`src/rtl/rob_core.sv`:
```
module rob_core #(
  parameter int ENTRIES = 16,
  parameter int DW = 32,
  parameter int AW = 5,
  parameter int PCW = 32,
  parameter logic [PCW-1:0] HANDLER_PC = 32'h0000_0100
) (
  input  logic                        clk,
  input  logic                        rst_n,
  input  logic                        alloc_valid,
  input  logic [1:0]                  alloc_kind,
  input  logic [AW-1:0]               alloc_dst,
  input  logic [PCW-1:0]              alloc_pc,
  output logic                        alloc_ready,
  output logic [$clog2(ENTRIES)-1:0]  alloc_tag,
  input  logic                        wb_valid,
  input  logic [$clog2(ENTRIES)-1:0]  wb_tag,
  input  logic [DW-1:0]               wb_data,
  input  logic [DW-1:0]               wb_addr,
  input  logic                        wb_exc,
  input  logic                        wb_mispred,
  input  logic [$clog2(ENTRIES)-1:0]  lookup_tag,
  output logic                        lookup_ready,
  output logic [DW-1:0]               lookup_data,
  output logic                        commit_valid,
  output logic                        commit_rf_we,
  output logic                        commit_st_req,
  output logic [AW-1:0]               commit_dst,
  output logic [DW-1:0]               commit_data,
  output logic [DW-1:0]               commit_addr,
  output logic [PCW-1:0]              commit_pc,
  output logic                        flush,
  output logic [PCW-1:0]              flush_pc
);
  localparam int IW = $clog2(ENTRIES);
  localparam logic [1:0] K_REG = 2'd0;
  localparam logic [1:0] K_BR  = 2'd1;
  localparam logic [1:0] K_ST  = 2'd2;

  logic [AW-1:0]  e_dst  [ENTRIES];
  logic [DW-1:0]  e_data [ENTRIES];
  logic [DW-1:0]  e_addr [ENTRIES];
  logic [PCW-1:0] e_pc   [ENTRIES];
  logic [1:0]     e_kind [ENTRIES];
  logic [ENTRIES-1:0] e_vld, e_rdy, e_exc, e_mis;

  logic [IW:0] head, tail;
  logic [IW-1:0] hidx, tidx;
  logic empty, full, head_go, alloc_fire, h_exc, h_mis;

  assign hidx  = head[IW-1:0];
  assign tidx  = tail[IW-1:0];
  assign empty = head == tail;
  assign full  = (head[IW] != tail[IW]) && (hidx == tidx);

  assign head_go = !empty && e_rdy[hidx];
  assign h_exc   = e_exc[hidx];
  assign h_mis   = (e_kind[hidx] == K_BR) && e_mis[hidx];

  assign flush    = head_go && (h_exc || h_mis);
  assign flush_pc = h_exc ? HANDLER_PC : PCW'(e_data[hidx]);

  assign commit_valid  = head_go;
  assign commit_rf_we  = head_go && !h_exc && (e_kind[hidx] == K_REG);
  assign commit_st_req = head_go && !h_exc && (e_kind[hidx] == K_ST);
  assign commit_dst    = e_dst[hidx];
  assign commit_data   = e_data[hidx];
  assign commit_addr   = e_addr[hidx];
  assign commit_pc     = e_pc[hidx];

  assign alloc_ready = (!full || head_go) && !flush;
  assign alloc_tag   = tidx;
  assign alloc_fire  = alloc_valid && alloc_ready;

  assign lookup_ready = e_vld[lookup_tag] && e_rdy[lookup_tag];
  assign lookup_data  = e_data[lookup_tag];

  always_ff @(posedge clk) begin
    if (!rst_n) begin
      head  <= '0;
      tail  <= '0;
      e_vld <= '0;
      e_rdy <= '0;
    end else if (flush) begin
      head  <= tail;
      e_vld <= '0;
      e_rdy <= '0;
    end else begin
      if (head_go) begin
        e_vld[hidx] <= 1'b0;
        e_rdy[hidx] <= 1'b0;
        head <= head + 1'b1;
      end
      if (wb_valid && e_vld[wb_tag])
        e_rdy[wb_tag] <= 1'b1;
      if (alloc_fire) begin
        e_vld[tidx] <= 1'b1;
        e_rdy[tidx] <= 1'b0;
        tail <= tail + 1'b1;
      end
    end
  end

  always_ff @(posedge clk) begin
    if (wb_valid && e_vld[wb_tag]) begin
      e_data[wb_tag] <= wb_data;
      e_addr[wb_tag] <= wb_addr;
      e_exc[wb_tag]  <= wb_exc;
      e_mis[wb_tag]  <= wb_mispred;
    end
    if (alloc_fire) begin
      e_dst[tidx]  <= alloc_dst;
      e_pc[tidx]   <= alloc_pc;
      e_kind[tidx] <= alloc_kind;
      e_exc[tidx]  <= 1'b0;
      e_mis[tidx]  <= 1'b0;
    end
  end
endmodule

```
`config.mk`:
```
export PLATFORM = sky130hd
export DESIGN_NAME = rob_core
export DESIGN_NICKNAME = d
export VERILOG_FILES = /design/src/rtl/rob_core.sv
export SDC_FILE = /design/constraint.sdc
export NUM_CORES = 1
export LEC_CHECK = 0
export BUFFER_PORTS_ARGS = -buffer_cell sky130_fd_sc_hd__clkbuf_2
export CORE_UTILIZATION = 50
export DETAILED_ROUTE_END_ITERATION = 16
export PLACE_DENSITY = 0.67
export REMOVE_ABC_BUFFERS = 1
export SETUP_SLACK_MARGIN = 0.4
export SLEW_MARGIN = 20
export SYNTH_ARGS = -nofsm -noshare
export SYNTH_HDL_FRONTEND = slang
export SYNTH_SLANG_ARGS = --single-unit
```
`constraint.sdc`:
```
create_clock -name clk -period 11.5 [get_ports clk]
set_input_delay 0.575 -clock clk [delete_from_list [all_inputs] [get_ports clk]]
set_output_delay 0.575 -clock clk [all_outputs]
set_load 0.05 [all_outputs]
```
==> qor.txt <==
Status: finished clean
Htree depth: 4
CTS tree: built
Max-cap viol count: 0
Clock Latency Late Sink: 0.79 ns
PostCTS Resize Cnt: 0
Post-synth top area cell: edfxtp_1
Post-Synth Adder-Cell Area: 0.00144
Antenna Nets Post-Route: 0
Row cnt: 136
Top post-synthesis cells by area: edfxtp_1 (71%), mux4_2 (22%), dfxtp_1 (2.2%)
RD Place Congestion: 0.859
Ys flop type: edfxtp_1
Worst Setup End Kind: primary output
Total grt overflow: 0
Lkg Pwr: 0.0244 uW
Slew Viols, Final: 0
Min Clock Period, post-route: 5.65 ns
Area taken by flip-flops and latches: 51,100 um2
Vias per cell: 6.44
Detailed-routing iteration count for the pre-antenna-repair pass: 8
Post-DR wirelength/cell: 31.6 um
Io pins: 292
# setup viols final: 0
Simple-gate share of the synthesized area: 0.0129
Max_slew headroom: 0.221
CP cell instances: buf_12 > buf_12 > mux4_2 > nand3_1 > and4_4 > a211oi_4 > or2_2 > clkbuf_2
CTS Sinks: 1,726
Tot Pwr: 13,300 uW
Post-synth top area share: 0.710
Slowest-stage cell, CP: dfxtp_4
R2R Setup Slk: 6.15 ns
Most frequent CP cell: buf_12
Worst Path Arrival: 5.08 ns
Initial drt markers: 3,617
Core ar.: 138,000 um2
Synth cell types: 50
Vias in the first global route: 35.6k
Sequential element share of the synthesized area: 0.732
Die Width: 375 um
Post-synth top cells: edfxtp_1 (1,648), mux4_2 (691), clkbuf_1 (113)
Worst path max stage delay: 0.82 ns
Nets: 3,446
Post-Synth XOR/XNOR Area: 0.000628
Global-route wire length before repair: 244,000 um
Compound-Gate Fraction of Synth Area: 0.0115
CTS clk-pin slew, worst paths: 0.07 ns
GRT Overall Usage: 0.240
Inserted Clock Buffers: 176
Worst slew pin tran: 1.17 ns
FFs w/ async S/R, synth: 0
Period utilization: 0.491
DRC errors left: 0
Largest net degree at the start of global routing: 163
Worst path bufs/invs: 3
Clock skew: 0.0222 ns
Detailed Place HPWL: 89,100 um
Most common cell in the netlist: edfxtp_1
VDD IR-drop max: 169 uV
Max clock buf depth: 3
EDFF count, synth: 1,648
Critical Path Start Type: register
YS warnings: 0
Share of cells above drive strength 1: 0.392
Worst-path fanout max: 108
Post-synthesis mux area share: 0.228
Die Ht: 375 um
Buffers on Ports: 291
Root buf cell: clkbuf_16
Critical path data required time: 10.93 ns
Final Hold Vio Count: 0
Hold Path Class: primary input to register
Synthesized area: 69,700 um2
RSZ-0062 raised after global routing: no
Main combinational cell family by area after synthesis: multiplexers
Average size of a mapped cell: 23.4 um2
Post-DP Area: 73,300 um2
Worst path top cell family by delay: buffers and inverters
Filler Cell Count: 9,875
Synth-to-Final Area Change: 13.6%
Via count: 33.9k
Total Wirelength: 167,000 um
Pwr Density: 168 nW/um2
Fmax: 0.177 GHz
Crit path kind: register to primary output
Initial core utilization: 0.506
# Post-CTS Setup Buffers: 0
Initial antenna violation count: 24
Mapped Cells: 2,981
Die ar.: 141,000 um2
Register bit count reported by yosys: 1,726
Hold_buf cts: 0
Multi-input logic area: 17,900 um2
Final Cell Area: 79,200 um2
-- registers in the layout (all words and copies together), names as in the netlist, named ones only --
name,flops
e_rdy,16
e_vld,16
e_exc,16
head,5
tail,5
e_mis,16
e_addr,512
e_data,512
e_pc,512
e_kind,32
e_dst,80
-- per-stage QoR --
stage | TNS (ns) | hold slack (ns) | util | cells | setup WS [ns]
final | 0 | 0.181 | 0.575 | 5264 | 5.85
after global routing | 0 | 0.174 | 0.574 | 5256 | 5.28
after CTS | 0 | 0.127 | 0.574 | 5250 | 5.53
after detailed placement | 0 | 0.479 | 0.532 | 4935 | 5.96
after global placement | 0 | 0.472 | 0.532 | 4935 | 5.66
after floorplan | -7271.73 | 0.446 | - | 2780 | -9.07
-- routing by layer --
layer | wire length, um | part of all wire | global-route usage | vias to the layer above
met2 | 84600 | 0.51 | 0.400 | 1424
li1 | - | - | - | 13800
met4 | 3820 | 0.023 | 0.0682 | 28
met5 | 190 | 0.0011 | 0 | -
met3 | 13800 | 0.083 | 0.0565 | 305
met1 | 64100 | 0.39 | 0.317 | 18400
-- cell usage in the layout, fill, tap and decap left out, types with 7 or more instances in the layout --
cell type and count:
mux2i_1 36, clkinvlp_4 7, nor3b_1 16, buf_4 67, o2111ai_1 16, a21oi_1 37
diode_2 12, ha_1 8, nor2_4 12, bufinv_16 19, clkinv_2 32, a31oi_1 39
clkbuf_2 288, clkbuf_1 35, dfxtp_1 74, nand2_1 37, clkbuf_16 179, inv_2 12
mux4_2 691, nand3_1 26, edfxtp_1 1648, nor2_1 15, clkbuf_8 8, clkinv_1 25
and3_1 32
-- power breakdown --
part	switching (uW)	internal (uW)	total, uW
registers	19.6	6930	6950
logic	498	187	685
clock network	2360	3330	5680
-- worst paths after layout --
path / to / cells after the start / startpoint
max: alloc_ready / 8 / register
min: e_dst[10][1]$_DFFE_PP_ / 1 / alloc_dst[1]
max reg2reg: e_pc[15][22]$_DFFE_PP_ / 9 / register
min reg2reg: e_vld[5]$_SDFF_PP0_ / 2 / e_vld[5]$_SDFF_PP0_
-- cells by family after synthesis --
logic type / Yosys count
DFF: 1726
muxes: 727
buffers and inverters: 224
and+or+nand+nor: 170
AOI/OAI and AO/OA: 121
adders and majority gates: 8
xor gates and xnor gates: 5
-- layout make-up --
cell class              instances  share of cell area
flip-flops and latches       1726               0.645
multi-input cells            1031               0.226
clock buffers                 221              0.0594
well taps                    1794              0.0283
repair buffers                363              0.0266
clock inverters                94              0.0132
inverters                      23             0.00115
diodes                         12            0.000379
(Power assumes the default switching activity.)
